[config.mk]
export PLATFORM = sky130hd
export DESIGN_NAME = i2c_byte_shifter
export DESIGN_NICKNAME = d
export VERILOG_FILES = /design/src/rtl/i2c_bs_pkg.sv /design/src/rtl/i2c_bs_sync.sv /design/src/rtl/i2c_bs_shreg.sv /design/src/rtl/i2c_bs_addr.sv /design/src/rtl/i2c_byte_shifter.sv
export SDC_FILE = /design/constraint.sdc
export NUM_CORES = 1
export LEC_CHECK = 0
export ABC_AREA = 1
export ABC_CLOCK_PERIOD_IN_PS = 1200
export BUFFER_PORTS_ARGS = -buffer_cell sky130_fd_sc_hd__buf_2
export CAP_MARGIN = 25
export CORE_ASPECT_RATIO = 0.7
export CORE_MARGIN = 2
export CORE_UTILIZATION = 45
export DETAILED_ROUTE_END_ITERATION = 6
export PLACE_DENSITY = 0.74
export SYNTH_ARGS = -nofsm -noshare
export SYNTH_HDL_FRONTEND = slang
export SYNTH_SLANG_ARGS = --single-unit
[constraint.sdc]
create_clock -name clk_i -period 1.2 [get_ports clk_i]
set_input_delay 0.12 -clock clk_i [delete_from_list [all_inputs] [get_ports clk_i]]
set_output_delay 0.12 -clock clk_i [all_outputs]
set_load 0.02 [all_outputs]
[src/rtl/i2c_bs_pkg.sv]
package i2c_bs_pkg;
  parameter int unsigned BYTE_W = 8;
  parameter int unsigned SYNC_STAGES = 2;
  typedef enum logic {ADR_7B = 1'b0, ADR_10B = 1'b1} adr_mode_e;
endpackage

[src/rtl/i2c_bs_sync.sv]
module i2c_bs_sync #(
  parameter int unsigned W      = 2,
  parameter int unsigned STAGES = 2
) (
  input  logic         clk_i,
  input  logic         rst_ni,
  input  logic [W-1:0] d_i,
  output logic [W-1:0] q_o
);
  logic [W-1:0] stg [STAGES];

  always_ff @(posedge clk_i or negedge rst_ni) begin
    if (!rst_ni) stg[0] <= '0;
    else         stg[0] <= d_i;
  end

  for (genvar i = 1; i < STAGES; i++) begin : g_stage
    always_ff @(posedge clk_i or negedge rst_ni) begin
      if (!rst_ni) stg[i] <= '0;
      else         stg[i] <= stg[i-1];
    end
  end

  assign q_o = stg[STAGES-1];
endmodule

[src/rtl/i2c_bs_shreg.sv]
module i2c_bs_shreg #(
  parameter int unsigned DW = 8
) (
  input  logic          clk_i,
  input  logic          rst_ni,
  input  logic          load_i,
  input  logic [DW-1:0] load_data_i,
  input  logic          cnt_clr_i,
  input  logic          shift_i,
  input  logic          bit_i,
  output logic [DW-1:0] data_o,
  output logic          done_o
);
  localparam int unsigned CW = $clog2(DW);
  localparam logic [CW-1:0] LAST = CW'(DW - 1);

  logic [CW-1:0] cnt_q;

  always_ff @(posedge clk_i or negedge rst_ni) begin
    if (!rst_ni) begin
      data_o <= '0;
      cnt_q  <= '0;
      done_o <= 1'b0;
    end else begin
      done_o <= 1'b0;
      if (load_i) begin
        data_o <= load_data_i;
        cnt_q  <= '0;
      end else if (cnt_clr_i) begin
        cnt_q  <= '0;
      end else if (shift_i) begin
        data_o <= {data_o[DW-2:0], bit_i};
        if (cnt_q == LAST) begin
          cnt_q  <= '0;
          done_o <= 1'b1;
        end else begin
          cnt_q <= cnt_q + 1'b1;
        end
      end
    end
  end
endmodule

[src/rtl/i2c_bs_addr.sv]
module i2c_bs_addr
  import i2c_bs_pkg::*;
#(
  parameter int unsigned DW = 8
) (
  input  logic          clk_i,
  input  logic          rst_ni,
  input  logic          wr_i,
  input  logic [DW-1:0] wdata_i,
  input  logic          start_i,
  input  logic          stop_i,
  input  adr_mode_e     mode_i,
  input  logic          byte_done_i,
  input  logic [DW-1:0] byte_i,
  output logic [DW-1:0] adr_o,
  output logic          match_o
);
  logic pend_q;
  logic cmp;

  always_comb begin
    if (mode_i == ADR_10B) cmp = (byte_i == adr_o);
    else                   cmp = (byte_i[DW-1:1] == adr_o[DW-1:1]);
  end

  always_ff @(posedge clk_i or negedge rst_ni) begin
    if (!rst_ni) begin
      adr_o <= '0;
    end else begin
      if (wr_i) adr_o <= wdata_i;
      if (stop_i) adr_o[0] <= 1'b0; // stop wins over a same-cycle write
    end
  end

  always_ff @(posedge clk_i or negedge rst_ni) begin
    if (!rst_ni) begin
      pend_q  <= 1'b0;
      match_o <= 1'b0;
    end else if (start_i) begin
      pend_q  <= 1'b1;
      match_o <= 1'b0;
    end else if (stop_i) begin
      pend_q  <= 1'b0;
      match_o <= 1'b0;
    end else if (byte_done_i && pend_q) begin
      pend_q  <= 1'b0;
      match_o <= cmp;
    end
  end
endmodule

[src/rtl/i2c_byte_shifter.sv]
module i2c_byte_shifter
  import i2c_bs_pkg::*;
(
  input  logic       clk_i,
  input  logic       rst_ni,
  input  logic       enable_i,
  input  logic       master_i,
  input  logic       ten_bit_i,
  input  logic       sh_wr_i,
  input  logic       adr_wr_i,
  input  logic [7:0] wdata_i,
  input  logic       scl_i,
  input  logic       sda_i,
  input  logic       start_det_i,
  input  logic       stop_det_i,
  output logic [7:0] rdata_o,
  output logic [7:0] adr_o,
  output logic       sda_o,
  output logic       scl_start_o,
  output logic       byte_done_o,
  output logic       addr_match_o
);
  logic [1:0] pins_s;
  logic       scl_s, sda_s, scl_d, scl_rise;
  logic       load_en;

  i2c_bs_sync #(.W(2), .STAGES(SYNC_STAGES)) u_sync (
    .clk_i (clk_i),
    .rst_ni(rst_ni),
    .d_i   ({scl_i, sda_i}),
    .q_o   (pins_s)
  );

  assign scl_s = pins_s[1];
  assign sda_s = pins_s[0];

  always_ff @(posedge clk_i or negedge rst_ni) begin
    if (!rst_ni) scl_d <= 1'b0;
    else         scl_d <= scl_s;
  end

  assign scl_rise = scl_s & ~scl_d;
  assign load_en  = sh_wr_i & enable_i;

  always_ff @(posedge clk_i or negedge rst_ni) begin
    if (!rst_ni) scl_start_o <= 1'b0;
    else         scl_start_o <= load_en & master_i;
  end

  i2c_bs_shreg #(.DW(BYTE_W)) u_shreg (
    .clk_i      (clk_i),
    .rst_ni     (rst_ni),
    .load_i     (load_en),
    .load_data_i(wdata_i),
    .cnt_clr_i  (start_det_i),
    .shift_i    (scl_rise),
    .bit_i      (sda_s),
    .data_o     (rdata_o),
    .done_o     (byte_done_o)
  );

  assign sda_o = rdata_o[BYTE_W-1];

  i2c_bs_addr #(.DW(BYTE_W)) u_addr (
    .clk_i      (clk_i),
    .rst_ni     (rst_ni),
    .wr_i       (adr_wr_i),
    .wdata_i    (wdata_i),
    .start_i    (start_det_i),
    .stop_i     (stop_det_i),
    .mode_i     (adr_mode_e'(ten_bit_i)),
    .byte_done_i(byte_done_o),
    .byte_i     (rdata_o),
    .adr_o      (adr_o),
    .match_o    (addr_match_o)
  );
endmodule

Word level (Yosys, flattened, before mapping)
Index checks and enable logic that the tools add are counted.
{ "word_totals": {"in_bits": 19, "output_inout_bits": 20, "ff_bits": 28, "elab_cells": 46} }
{ "op_classes": {"eq_ne": 4, "reduce_logical": 6, "addsub": 1, "bitwise_logic": 4, "n_mux": 20} }
{ "op_table": {"columns": ["operator", "n"], "rows": [
  ["8-bit 2-to-1 mux", 3],
  ["1-bit 2-to-1 mux", 13],
  ["3-bit 2-to-1 mux", 4],
  ["8-bit equality test", 1],
  ["7-bit equality test", 1],
  ["3-bit nonzero test", 2],
  ["2-bit nonzero test", 2],
  ["3-bit by 1-bit adder with 3-bit output (second input constant)", 1],
  ["1-bit AND", 3],
  ["3-bit equality test (second input constant)", 1],
  ["2-bit by 1-bit inequality test with 1-bit output (second input constant)", 1],
  ["2-bit AND reduction", 1],
  ["1-bit logical AND", 1],
  ["1-bit NOT", 1]
]} }

Longest topological paths before layout
Gate-level depths: netlist (run 1).
{ "depth": {"ltp_word": 5, "ltp_mapped": 8, "depth_no_buf": 8} }

By module
Synthesis (run 1) repeated with hierarchy kept, for this count alone.
{ "unflattened": {"hier_cells": 176, "hier_area_um2": 1387.6} }
{ "by_module_without_submodules": {"columns": ["mod", "area_per_inst_um2", "instances", "cells_per_inst"], "rows": [
  ["i2c_bs_shreg", 633.1, 1, 82],
  ["i2c_bs_addr", 556.8, 1, 79],
  ["i2c_bs_sync", 115.1, 1, 6],
  ["i2c_byte_shifter", 82.6, 1, 9]
]} }

Least setup slack after synthesis (run 1)
No wires, ideal clock.
{ "synth_timing": {"path_type": "flip-flop to flip-flop", "startpoint": "register u_shreg.cnt_q[0]", "endpoint": "register u_shreg.cnt_q[2]", "required_time_ns": 1.080, "path_stages_with_launch": 5, "period_less_slack_ns": 1.123, "t_arrival_ns": 1.004, "n_path_buf": 0, "slack_ns": 0.077, "path_cell_list": "dfrtp_1 -> ha_1 -> ha_1 -> o21ai_0 -> nor2_1"} }
{ "synth_via": {"elab_chain_len": 5, "elab_cells_between_ends": 6, "cone_classes": "add/sub (1); eq/ne (1); mux (4)"} }
{ "synth_rtl": {"columns": ["element", "line", "rtl"], "rows": [
  ["from (decl)", "i2c_bs_shreg.sv:17", "logic [CW-1:0] cnt_q;"],
  ["from (signal assigned)", "i2c_bs_shreg.sv:37", "cnt_q <= cnt_q + 1'b1;"],
  ["3-bit by 1-bit adder with 3-bit output / 3-bit equality test (equally long branches)", "i2c_bs_shreg.sv:37, i2c_bs_shreg.sv:33", null],
  ["3-bit 2-to-1 mux (*)", "i2c_bs_shreg.sv:33", "if (cnt_q == LAST) begin"],
  ["3-bit 2-to-1 mux (*)", "i2c_bs_shreg.sv:31", "end else if (shift_i) begin"],
  ["3-bit 2-to-1 mux (*)", "i2c_bs_shreg.sv:29", "end else if (cnt_clr_i) begin"],
  ["3-bit 2-to-1 mux (*)", "i2c_bs_shreg.sv:26", "if (load_i) begin"]
]} }
Mark *: on every way between the ends. The rest lies on a longest branch, timed or not. The select of a mux whose other input is x is not followed.
A chain may end at the register's enable or synchronous reset.

Worst setup path after layout (run 1)
{ "layout_timing": {"startpoint": "register u_shreg.cnt_q[0]", "endpoint": "register u_shreg.cnt_q[1]"} }
The elaborated chain is that of the path after synthesis.

==> impl_metrics.env, run 1 <==
export IMPL_synth_seq_cells=28
export IMPL_grt_pass1_vias=1051
export IMPL_port_buffers=38
export IMPL_crit_slowest_cell="dfrtp_1"
export IMPL_seq_area_frac_synth_pct=52.2
export IMPL_antenna_found_initial=0
export IMPL_drive_above_1_share_pct=31.4
export IMPL_whs_ps=17.8
export IMPL_core_area_um2=2820
export IMPL_wl_per_cell_um=12.0
export IMPL_io_pins=39
export IMPL_drc=0
export IMPL_synth_top_area_share_pct=52.2
export IMPL_hp_class="in2reg"
export IMPL_yosys_top_cells_area="dfrtp_1, nand2_1, inv_1, nor2_1, nand3_1"
export IMPL_worstReg2RegStart="u_shreg.cnt_q[0]"
export IMPL_setup_slack_ps=22.3
export IMPL_clock_fmax_mhz=849
export IMPL_period_share_pct=98.1
export IMPL_status="completed"
export IMPL_crit_path_frequent_cell="ha_1"
export IMPL_syn_nets=170
export IMPL_period_minus_slack_ps=1180
export IMPL_peakVddDrop_mv=0.905
export IMPL_whs_path_depth=2
export IMPL_post_synth_most_frequent_cells="nand2_1, dfrtp_1, inv_1, nor2_1"
export IMPL_slew_headroom_pct=58.7
export IMPL_dpl_cell_area_um2=1530
export IMPL_start_util_pct=47.6
export IMPL_max_cap_violations=0
export IMPL_clock_path_buffers=2
export IMPL_stdcell_area_um2=1640
export IMPL_synth_edf_count=0
export IMPL_worstPathRequired_ps=1400
export IMPL_wl_um=2730
export IMPL_diodes=0
export IMPL_crit_chain="ha_1, ha_1, inv_2, nand3_2, o21ai_1"
export IMPL_grt_usage_pct=17.0
export IMPL_r2r_cells=5
export IMPL_via_per_inst=4.82
export IMPL_synth_most_common_cell="nand2_1"
export IMPL_path_max_fanout=2
export IMPL_cpPeakStageDelay_ps=400
export IMPL_dr_pass1_iters=4
export IMPL_synth_cells=149
export IMPL_hpwlAfterDp_um=2060
export IMPL_ys_flop_type="dfrtp_1"
export IMPL_dpl_cell_count=219
export IMPL_tightest_slew_ps=620
export IMPL_synth_top_cell_by_area="dfrtp_1"
export IMPL_instances_no_fill=227
export IMPL_r2r_end="u_shreg.cnt_q[1]"
export IMPL_root_buffer="clkbuf_8"
export IMPL_grt_max_degree=29
export IMPL_die_w_um=69.3
export IMPL_min_from="stop_det_i"
export IMPL_vias=1095
export IMPL_tritoncts="done"
export IMPL_nets=213
export IMPL_area_growth_pct=22.5
export IMPL_fin_util_pct=58.2
export IMPL_cts_htree_levels=1
export IMPL_setup_violations=0
export IMPL_n_fill_cell=264
export IMPL_hold_violations=0
export IMPL_clock_skew_ps=3.05
export IMPL_gp_congestion=0.801
export IMPL_crit_path_end_kind="flop"
export IMPL_drtAntennaViolNets=0
export IMPL_yosysUniqueCellTypes=23
export IMPL_slew_violations=0
export IMPL_reg2reg_slack_ps=20
export IMPL_clkLatencyLatePin_ps=280
export IMPL_ys_warn_count=0
export IMPL_postSynth_asyncResetShare_pct=100
export IMPL_holdPathEnd="u_addr.adr_o[0]"
export IMPL_preCtsSetupSlack_ps=-35.2
export IMPL_grt_ovfl_total=0
export IMPL_synth_avg_cell_area_um2=9.01
export IMPL_drtIter0Drc=91
export IMPL_die_y_um=49.7
export IMPL_power_leakage_nw=0.890
export IMPL_p_per_area_nw_per_um2=1390
export IMPL_grt_pass1_wl_um=4630
export IMPL_critical_path_class="reg2reg"
export IMPL_cp_start_kind="flop"
export IMPL_die_area_um2=3440
export IMPL_rsz0062_at_grt="yes"
export IMPL_clkTransAtPathRegs_ps=100
export IMPL_cts_buffers_inserted=3
export IMPL_cts_sinks=28
export IMPL_cp_data_arrival_time_ps=1380
export IMPL_row_count=16
export IMPL_syn_area_um2=1340
## area by class of cell
class	count	area (um^2)	area share, %
inverters	23	86.3	5.25
well taps	36	45.0	2.74
flip-flops and latches	28	701	42.6
multi-input cells	94	529	32.2
clock buffers	4	55.1	3.35
repair buffers	42	228	13.9
## layout by cell type, fill, tap and decap left out, drive strengths merged
master,count
o21ai,15
a211oi,1
nor2,14
inv,23
dfrtp,28
ha,2
buf,39
mux2,1
clkbuf,4
nand3,8
o211ai,6
nor3,1
dlygate4sd3,3
xor2,1
nand2,43
a31oi,2
## logic make-up (layout without fill, tap and decap cells)
kind of cell	Yosys count	count (layout)	synth area share, %
AND/OR/NAND/NOR	66	66	22.1
flip-flops	28	28	52.2
buffers and inverters	27	69	9.69
AO/OA/AOI/OAI	24	24	12.7
adder cells (fa/ha/maj)	2	2	1.86
XOR/XNOR	1	1	0.652
multiplexers	1	1	0.839
## metrics by stage
| step | total power, mW | setup TNS [ps] |
|---|---|---|
| after floorplan | 1.51 | 0 |
| after global placement | 1.68 | 0 |
| after detailed placement | 1.70 | -60.7 |
| after CTS | 2.30 | 0 |
| after global routing | 2.41 | -51.9 |
| final | 2.28 | 0 |
## worst max-delay path, delay by kind of cell, from the launching register on
family / cells / cell delay (ps)
AO/OA/AOI/OAI: 1 / 160
adder cells (fa/ha/maj): 2 / 390
buffers and inverters: 1 / 60
flip-flops: 1 / 400
AND/OR/NAND/NOR: 1 / 90
## how the worst max path moves through the flow
stage                startpoint               end  slack, ps  cells past startpoint
6_report       u_shreg.cnt_q[0]  u_shreg.cnt_q[1]         20                      5
5_1_grt        u_shreg.cnt_q[0]  u_shreg.cnt_q[1]        -40                      5
4_1_cts        u_shreg.cnt_q[0]  u_shreg.cnt_q[0]         20                      5
3_5_place_dp   u_shreg.cnt_q[0]  u_shreg.cnt_q[0]        -40                      5
3_3_place_gp   u_shreg.cnt_q[0]  u_shreg.cnt_q[2]         60                      4
2_1_floorplan  u_shreg.cnt_q[0]  u_shreg.cnt_q[2]         80                      4
## routing by layer
metal / part of all wire [%] / vias to the layer above / global-route usage [%] / wire (um)
met5: 0 / - / 0 / 0
met4: 1.3 / 0 / 5.56 / 36
met3: 3.8 / 7 / 4.09 / 104
met2: 46 / 25 / 29.3 / 1270
met1: 48 / 505 / 21.2 / 1320
li1: - / 558 / - / -
## sequential cells by signal, indices dropped and copies added, names as in the netlist
signal and count:
scl_start_o 1, u_addr.adr_o 8, u_sync.stg 2, u_addr.pend_q 1, u_addr.match_o 1, scl_d 1
u_shreg.data_o 8, u_shreg.done_o 1, u_shreg.cnt_q 3, u_sync.q_o 2
## where the power goes
part           leakage [nW]  internal (mW)  switching, mW
logic                 0.516          0.207          0.373
clock network        0.0288          0.294          0.300
registers             0.345           1.04         0.0740
## repair_timing
item	CTS	global route
hold buffers	3	0
pin swaps	0	2
endpoints found under the setup margin	2	8
resized for setup	2	4
hold endpoints to repair	30	0
setup buffers	1	0
No activity file was read; power rests on OpenSTA's default activity.
==> run 2: changes to the inputs <==
--- a/config.mk
+++ b/config.mk
@@ -5,7 +5,6 @@
 export SDC_FILE = /design/constraint.sdc
 export NUM_CORES = 1
 export LEC_CHECK = 0
-export ABC_AREA = 1
 export ABC_CLOCK_PERIOD_IN_PS = 1200
 export BUFFER_PORTS_ARGS = -buffer_cell sky130_fd_sc_hd__buf_2
 export CAP_MARGIN = 25
==> run 2 against run 1 <==
  * Critical path type unchanged
  * Area after synthesis shrank 3.7%
  * Critical path depth down 1
  * Design area grew 7.2%
  * The flow now finishes with violations (setup timing)
  * Highest routed layer unchanged
==> impl_metrics.env, run 2 <==
export IMPL_status="complete, but fails checks"
export IMPL_violations="setup timing"
export IMPL_die_y_um=48.8
export IMPL_slew_headroom_pct=75.8
export IMPL_drive_above_1_share_pct=59.3
export IMPL_cp_data_arrival_time_ps=1440
export IMPL_clock_skew_ps=7.25
export IMPL_stdcell_area_um2=1760
export IMPL_clock_path_buffers=2
export IMPL_grt_max_degree=17
export IMPL_dpl_cell_area_um2=1530
export IMPL_synth_top_area_share_pct=54.2
export IMPL_p_per_area_nw_per_um2=1650
export IMPL_io_pins=39
export IMPL_yosysUniqueCellTypes=25
export IMPL_power_leakage_nw=0.856
export IMPL_syn_area_um2=1290
export IMPL_clkLatencyLatePin_ps=280
export IMPL_root_buffer="clkbuf_8"
export IMPL_synth_avg_cell_area_um2=14.2
export IMPL_n_fill_cell=213
export IMPL_die_w_um=68.1
export IMPL_worstReg2RegStart="u_shreg.cnt_q[1]"
export IMPL_critical_path_class="reg2reg"
export IMPL_drc=0
export IMPL_postSynth_asyncResetShare_pct=100
export IMPL_dpl_cell_count=165
export IMPL_grt_ovfl_total=0
export IMPL_gp_congestion=0.702
export IMPL_slew_violations=0
export IMPL_hpwlAfterDp_um=2010
export IMPL_period_share_pct=106
export IMPL_tritoncts="done"
export IMPL_r2r_cells=4
export IMPL_area_growth_pct=36.4
export IMPL_synth_most_common_cell="dfrtp_1"
export IMPL_period_minus_slack_ps=1270
export IMPL_setup_violations=9
export IMPL_cp_start_kind="flop"
export IMPL_grt_usage_pct=19.3
export IMPL_via_per_inst=5.03
export IMPL_port_buffers=38
export IMPL_synth_edf_count=0
export IMPL_core_area_um2=2760
export IMPL_hold_violations=0
export IMPL_r2r_end="u_shreg.cnt_q[1]"
export IMPL_clkTransAtPathRegs_ps=100
export IMPL_wl_um=2820
export IMPL_synth_seq_cells=28
export IMPL_whs_path_depth=2
export IMPL_grt_pass1_vias=925
export IMPL_layout_commonest_cell="buf_2"
export IMPL_worstPathRequired_ps=1370
export IMPL_vias=885
export IMPL_finalPower_mw=2.91
export IMPL_min_from="stop_det_i"
export IMPL_reg2reg_slack_ps=-70
export IMPL_synth_top_cell_by_area="dfrtp_1"
export IMPL_setup_slack_ps=-71.3
export IMPL_drtAntennaViolNets=0
export IMPL_rsz0062_at_grt="yes"
export IMPL_wl_per_cell_um=16.0
export IMPL_path_max_fanout=2
export IMPL_seq_area_frac_synth_pct=54.2
export IMPL_syn_nets=112
export IMPL_whs_ps=68.5
export IMPL_crit_path_end_kind="flop"
export IMPL_layout_common_cells="buf_2, dfrtp_1, mux2_4"
export IMPL_reg_largest_list="u_addr.adr_o: 8 flops, u_shreg.data_o: 8 flops, u_shreg.cnt_q: 3 flops"
export IMPL_diodes=0
export IMPL_cts_buffers_inserted=3
export IMPL_die_area_um2=3320
export IMPL_row_count=16
export IMPL_tightest_slew_ps=363
export IMPL_antenna_found_initial=0
export IMPL_yosys_top_cells_area="dfrtp_1, mux2_2, mux2_4, xnor2_1, mux2i_1"
export IMPL_cts_sinks=28
export IMPL_dr_pass1_iters=4
export IMPL_peakVddDrop_mv=1.13
export IMPL_ys_warn_count=0
export IMPL_ys_flop_type="dfrtp_1"
export IMPL_holdPathEnd="u_addr.adr_o[0]"
export IMPL_synth_cells=91
export IMPL_instances_no_fill=176
export IMPL_hp_class="in2reg"
export IMPL_start_util_pct=46.8
export IMPL_post_synth_most_frequent_cells="dfrtp_1, mux2_2, xnor2_1, mux2_4"
export IMPL_drtIter0Drc=28
export IMPL_max_cap_violations=0
export IMPL_nets=162
export IMPL_clock_fmax_mhz=787
export IMPL_grt_pass1_wl_um=4680
export IMPL_cts_htree_levels=1
export IMPL_preCtsSetupSlack_ps=-176
run 2: kinds of logic after synthesis:
kind of cell | share of synthesized area (%)
compound gates | 3.00
buf+inv | 3.39
flops | 54.2
xor+xnor | 5.42
simple gates | 7.36
fa+ha+maj | 1.94
mux | 24.7
run 2: final cells by class:
class	count	area, um^2	share of cell area (%)
Clock buffer	3	41.3	2.34
Clock inverter	1	30.0	1.70
Inverter	2	7.51	0.426
Multi-Input combinational cell	57	638	36.2
Sequential cell	28	701	39.7
Tap cell	36	45.0	2.56
Timing Repair Buffer	49	300	17.0
run 2: worst max-delay path, cell delays in order, from the launching register on:
cell and delay [ps]:
dfrtp_1 420, ha_4 240, nor2b_1 120, mux2_2 240
nor3b_2 150
run 2: metrics by stage:
stage               setup TNS (ps)  util [%]
floorplan                     -955         -
global placement              -985      55.5
detailed placement           -1200      55.5
CTS                           -391      62.0
global route                  -711      63.8
finish                        -285      63.8
run 2: how the worst max path moves through the flow:
stage	from	end	slack [ps]	cells past startpoint
2_1_floorplan	u_sync.q_o[1]	u_shreg.data_o[0]	-120	4
3_3_place_gp	scl_d	u_shreg.cnt_q[1]	-120	4
3_5_place_dp	u_addr.pend_q	u_addr.match_o	-180	3
4_1_cts	u_shreg.cnt_q[1]	u_shreg.cnt_q[1]	-100	4
5_1_grt	u_sync.q_o[1]	u_shreg.cnt_q[1]	-120	4
6_report	u_shreg.cnt_q[1]	u_shreg.cnt_q[1]	-70	4
run 2: power by group:
group          leakage [nW]  internal (mW)  switching (mW)
logic                 0.479          0.491           0.423
registers             0.341           1.08           0.167
clock network        0.0357          0.447           0.302
total                 0.856           2.02           0.892
run 2: what timing repair did:
action                     CTS  global route
gates resized for setup     15             6
setup endpoints to repair   10            12
hold endpoints to repair    15             0
hold buffers                 3             0
pin swaps                    4             3
buffers inserted             2             2
run 2: routing by layer:
| metal | share of wire [%] | vias to the layer above | global-route usage, % |
|---|---|---|---|
| met5 | 0 | - | 0 |
| met2 | 49 | 26 | 30.6 |
| met4 | 1.5 | 0 | 6.33 |
| met3 | 4.1 | 6 | 4.62 |
| li1 | - | 417 | - |
| met1 | 45 | 436 | 26.1 |
==> run 3: changes to the inputs <==
--- a/config.mk
+++ b/config.mk
@@ -13,6 +13,7 @@
 export CORE_UTILIZATION = 45
 export DETAILED_ROUTE_END_ITERATION = 6
 export PLACE_DENSITY = 0.74
+export SKIP_CTS_REPAIR_TIMING = 1
 export SYNTH_ARGS = -nofsm -noshare
 export SYNTH_HDL_FRONTEND = slang
 export SYNTH_SLANG_ARGS = --single-unit
==> run 3 against run 2 <==
  * The run still ends with setup timing left
  * Critical path depth unchanged
  * Design area decreased by 0.28%
  * Critical endpoint unchanged
  * Largest power group unchanged
  * Sequential cell count unchanged
  * Global-route usage decreased by 1.1 points
  * Worst hold slack improved by 4.6 ps
  * Via count increased by 1.8%
  * Count of clock-buffer cells in the layout unchanged
  * Power decreased by 0.11%
  * Cell count unchanged
  * Sequential share of layout area increased by 0.11 points
  * Core utilization decreased by 0.18 points
==> impl_metrics.env, run 3 (synthesis results as in run 2) <==
export IMPL_status="complete, but fails checks"
export IMPL_violations="setup timing"
export IMPL_grt_ovfl_total=0
export IMPL_crit_slowest_cell="dfrtp_1"
export IMPL_vias=901
export IMPL_die_area_um2=3320
export IMPL_drc=0
export IMPL_gp_congestion=0.702
export IMPL_drtIter0Drc=26
export IMPL_die_y_um=48.8
export IMPL_grt_usage_pct=18.3
export IMPL_dpl_cell_area_um2=1530
export IMPL_nets=162
export IMPL_hp_class="in2reg"
export IMPL_peakVddDrop_mv=1.12
export IMPL_start_util_pct=46.8
export IMPL_worstPathRequired_ps=1370
export IMPL_clock_fmax_mhz=780
export IMPL_io_pins=39
export IMPL_max_cap_violations=0
export IMPL_power_leakage_nw=0.854
export IMPL_reg_largest_list="u_addr.adr_o: 8 flops, u_shreg.data_o: 8 flops, u_shreg.cnt_q: 3 flops"
export IMPL_drive_above_1_share_pct=59.3
export IMPL_layout_common_cells="buf_2, dfrtp_1, mux2_4"
export IMPL_slew_headroom_pct=75.8
export IMPL_setup_slack_ps=-82.6
export IMPL_crit_buf_inv=1
export IMPL_fin_util_pct=63.6
export IMPL_diodes=0
export IMPL_path_delay_family="flip-flops"
export IMPL_via_per_inst=5.12
export IMPL_cp_start_kind="flop"
export IMPL_clkTransAtPathRegs_ps=100
export IMPL_antenna_found_initial=0
export IMPL_port_buffers=38
export IMPL_tritoncts="done"
export IMPL_grt_pass1_vias=888
export IMPL_cts_buffers_inserted=3
export IMPL_path_max_fanout=4
export IMPL_core_area_um2=2760
export IMPL_clkLatencyLatePin_ps=280
export IMPL_crit_chain="nor2b_4, buf_4, mux2_2, nor3b_2"
export IMPL_tightest_slew_ps=362
export IMPL_hpwlAfterDp_um=2010
export IMPL_preCtsSetupSlack_ps=-176
export IMPL_clock_path_buffers=2
export IMPL_cts_htree_levels=1
export IMPL_wl_per_cell_um=16.1
export IMPL_grt_max_degree=17
export IMPL_critical_path_class="reg2reg"
export IMPL_row_count=16
export IMPL_clock_skew_ps=4.68
export IMPL_rsz0062_at_grt="yes"
export IMPL_period_share_pct=107
export IMPL_dr_pass1_iters=4
export IMPL_period_minus_slack_ps=1280
export IMPL_whs_ps=73.1
export IMPL_drtAntennaViolNets=0
export IMPL_die_w_um=68.1
export IMPL_cp_data_arrival_time_ps=1450
export IMPL_cts_sinks=28
export IMPL_p_per_area_nw_per_um2=1660
export IMPL_root_buffer="clkbuf_8"
export IMPL_crit_path_end_kind="flop"
export IMPL_setup_violations=10
export IMPL_grt_pass1_wl_um=4460
export IMPL_cpPeakStageDelay_ps=400
export IMPL_layout_commonest_cell="buf_2"
export IMPL_finalPower_mw=2.91
export IMPL_hold_violations=0
export IMPL_area_growth_pct=36.0
export IMPL_slew_violations=0
export IMPL_wl_um=2830
export IMPL_stdcell_area_um2=1760
## run 3: final cells by class
class	instances	area (um^2)
clock buffer	3	41.3
sequential	28	701
clock inverter	1	30.0
multi-input combinational	57	633
inverter	2	7.51
fill	217	1000
timing repair buffer	49	300
tap	36	45.0
## run 3: final timing paths
kind,start,to,cells past startpoint,slack (ps)
hold / removal,stop_det_i,u_addr.adr_o[0],2,70
hold reg to reg,u_sync.stg[3],u_sync.q_o[1],0,360
setup / recovery,scl_d,u_shreg.cnt_q[1],4,-80
min in group asynchronous,rst_ni,u_addr.adr_o[3],2,270
setup reg to reg,scl_d,u_shreg.cnt_q[1],4,-80
max in group asynchronous,rst_ni,u_shreg.data_o[2],3,530
## run 3: where the power goes
group / internal, mW / total (mW) / switching [mW]
combinational: 0.490 / 0.914 / 0.424
clock: 0.447 / 0.749 / 0.301
sequential: 1.08 / 1.25 / 0.164
total: 2.02 / 2.91 / 0.889
## run 3: routing by layer
layer | vias up | wire length (um) | part of all wire [%] | track usage (%)
li1 | 419 | - | - | -
met1 | 449 | 1240 | 44 | 25.2
met2 | 26 | 1420 | 50 | 28.0
met3 | 7 | 128 | 4.5 | 5.08
met4 | 0 | 39 | 1.4 | 5.67
met5 | - | 0 | 0 | 0
## run 3: per-stage QoR
stage | TNS, ps | std cells
after floorplan | -955 | 91
final | -477 | 176
after CTS | -1390 | 169
after global routing | -908 | 176
after global placement | -985 | 165
after detailed placement | -1200 | 165
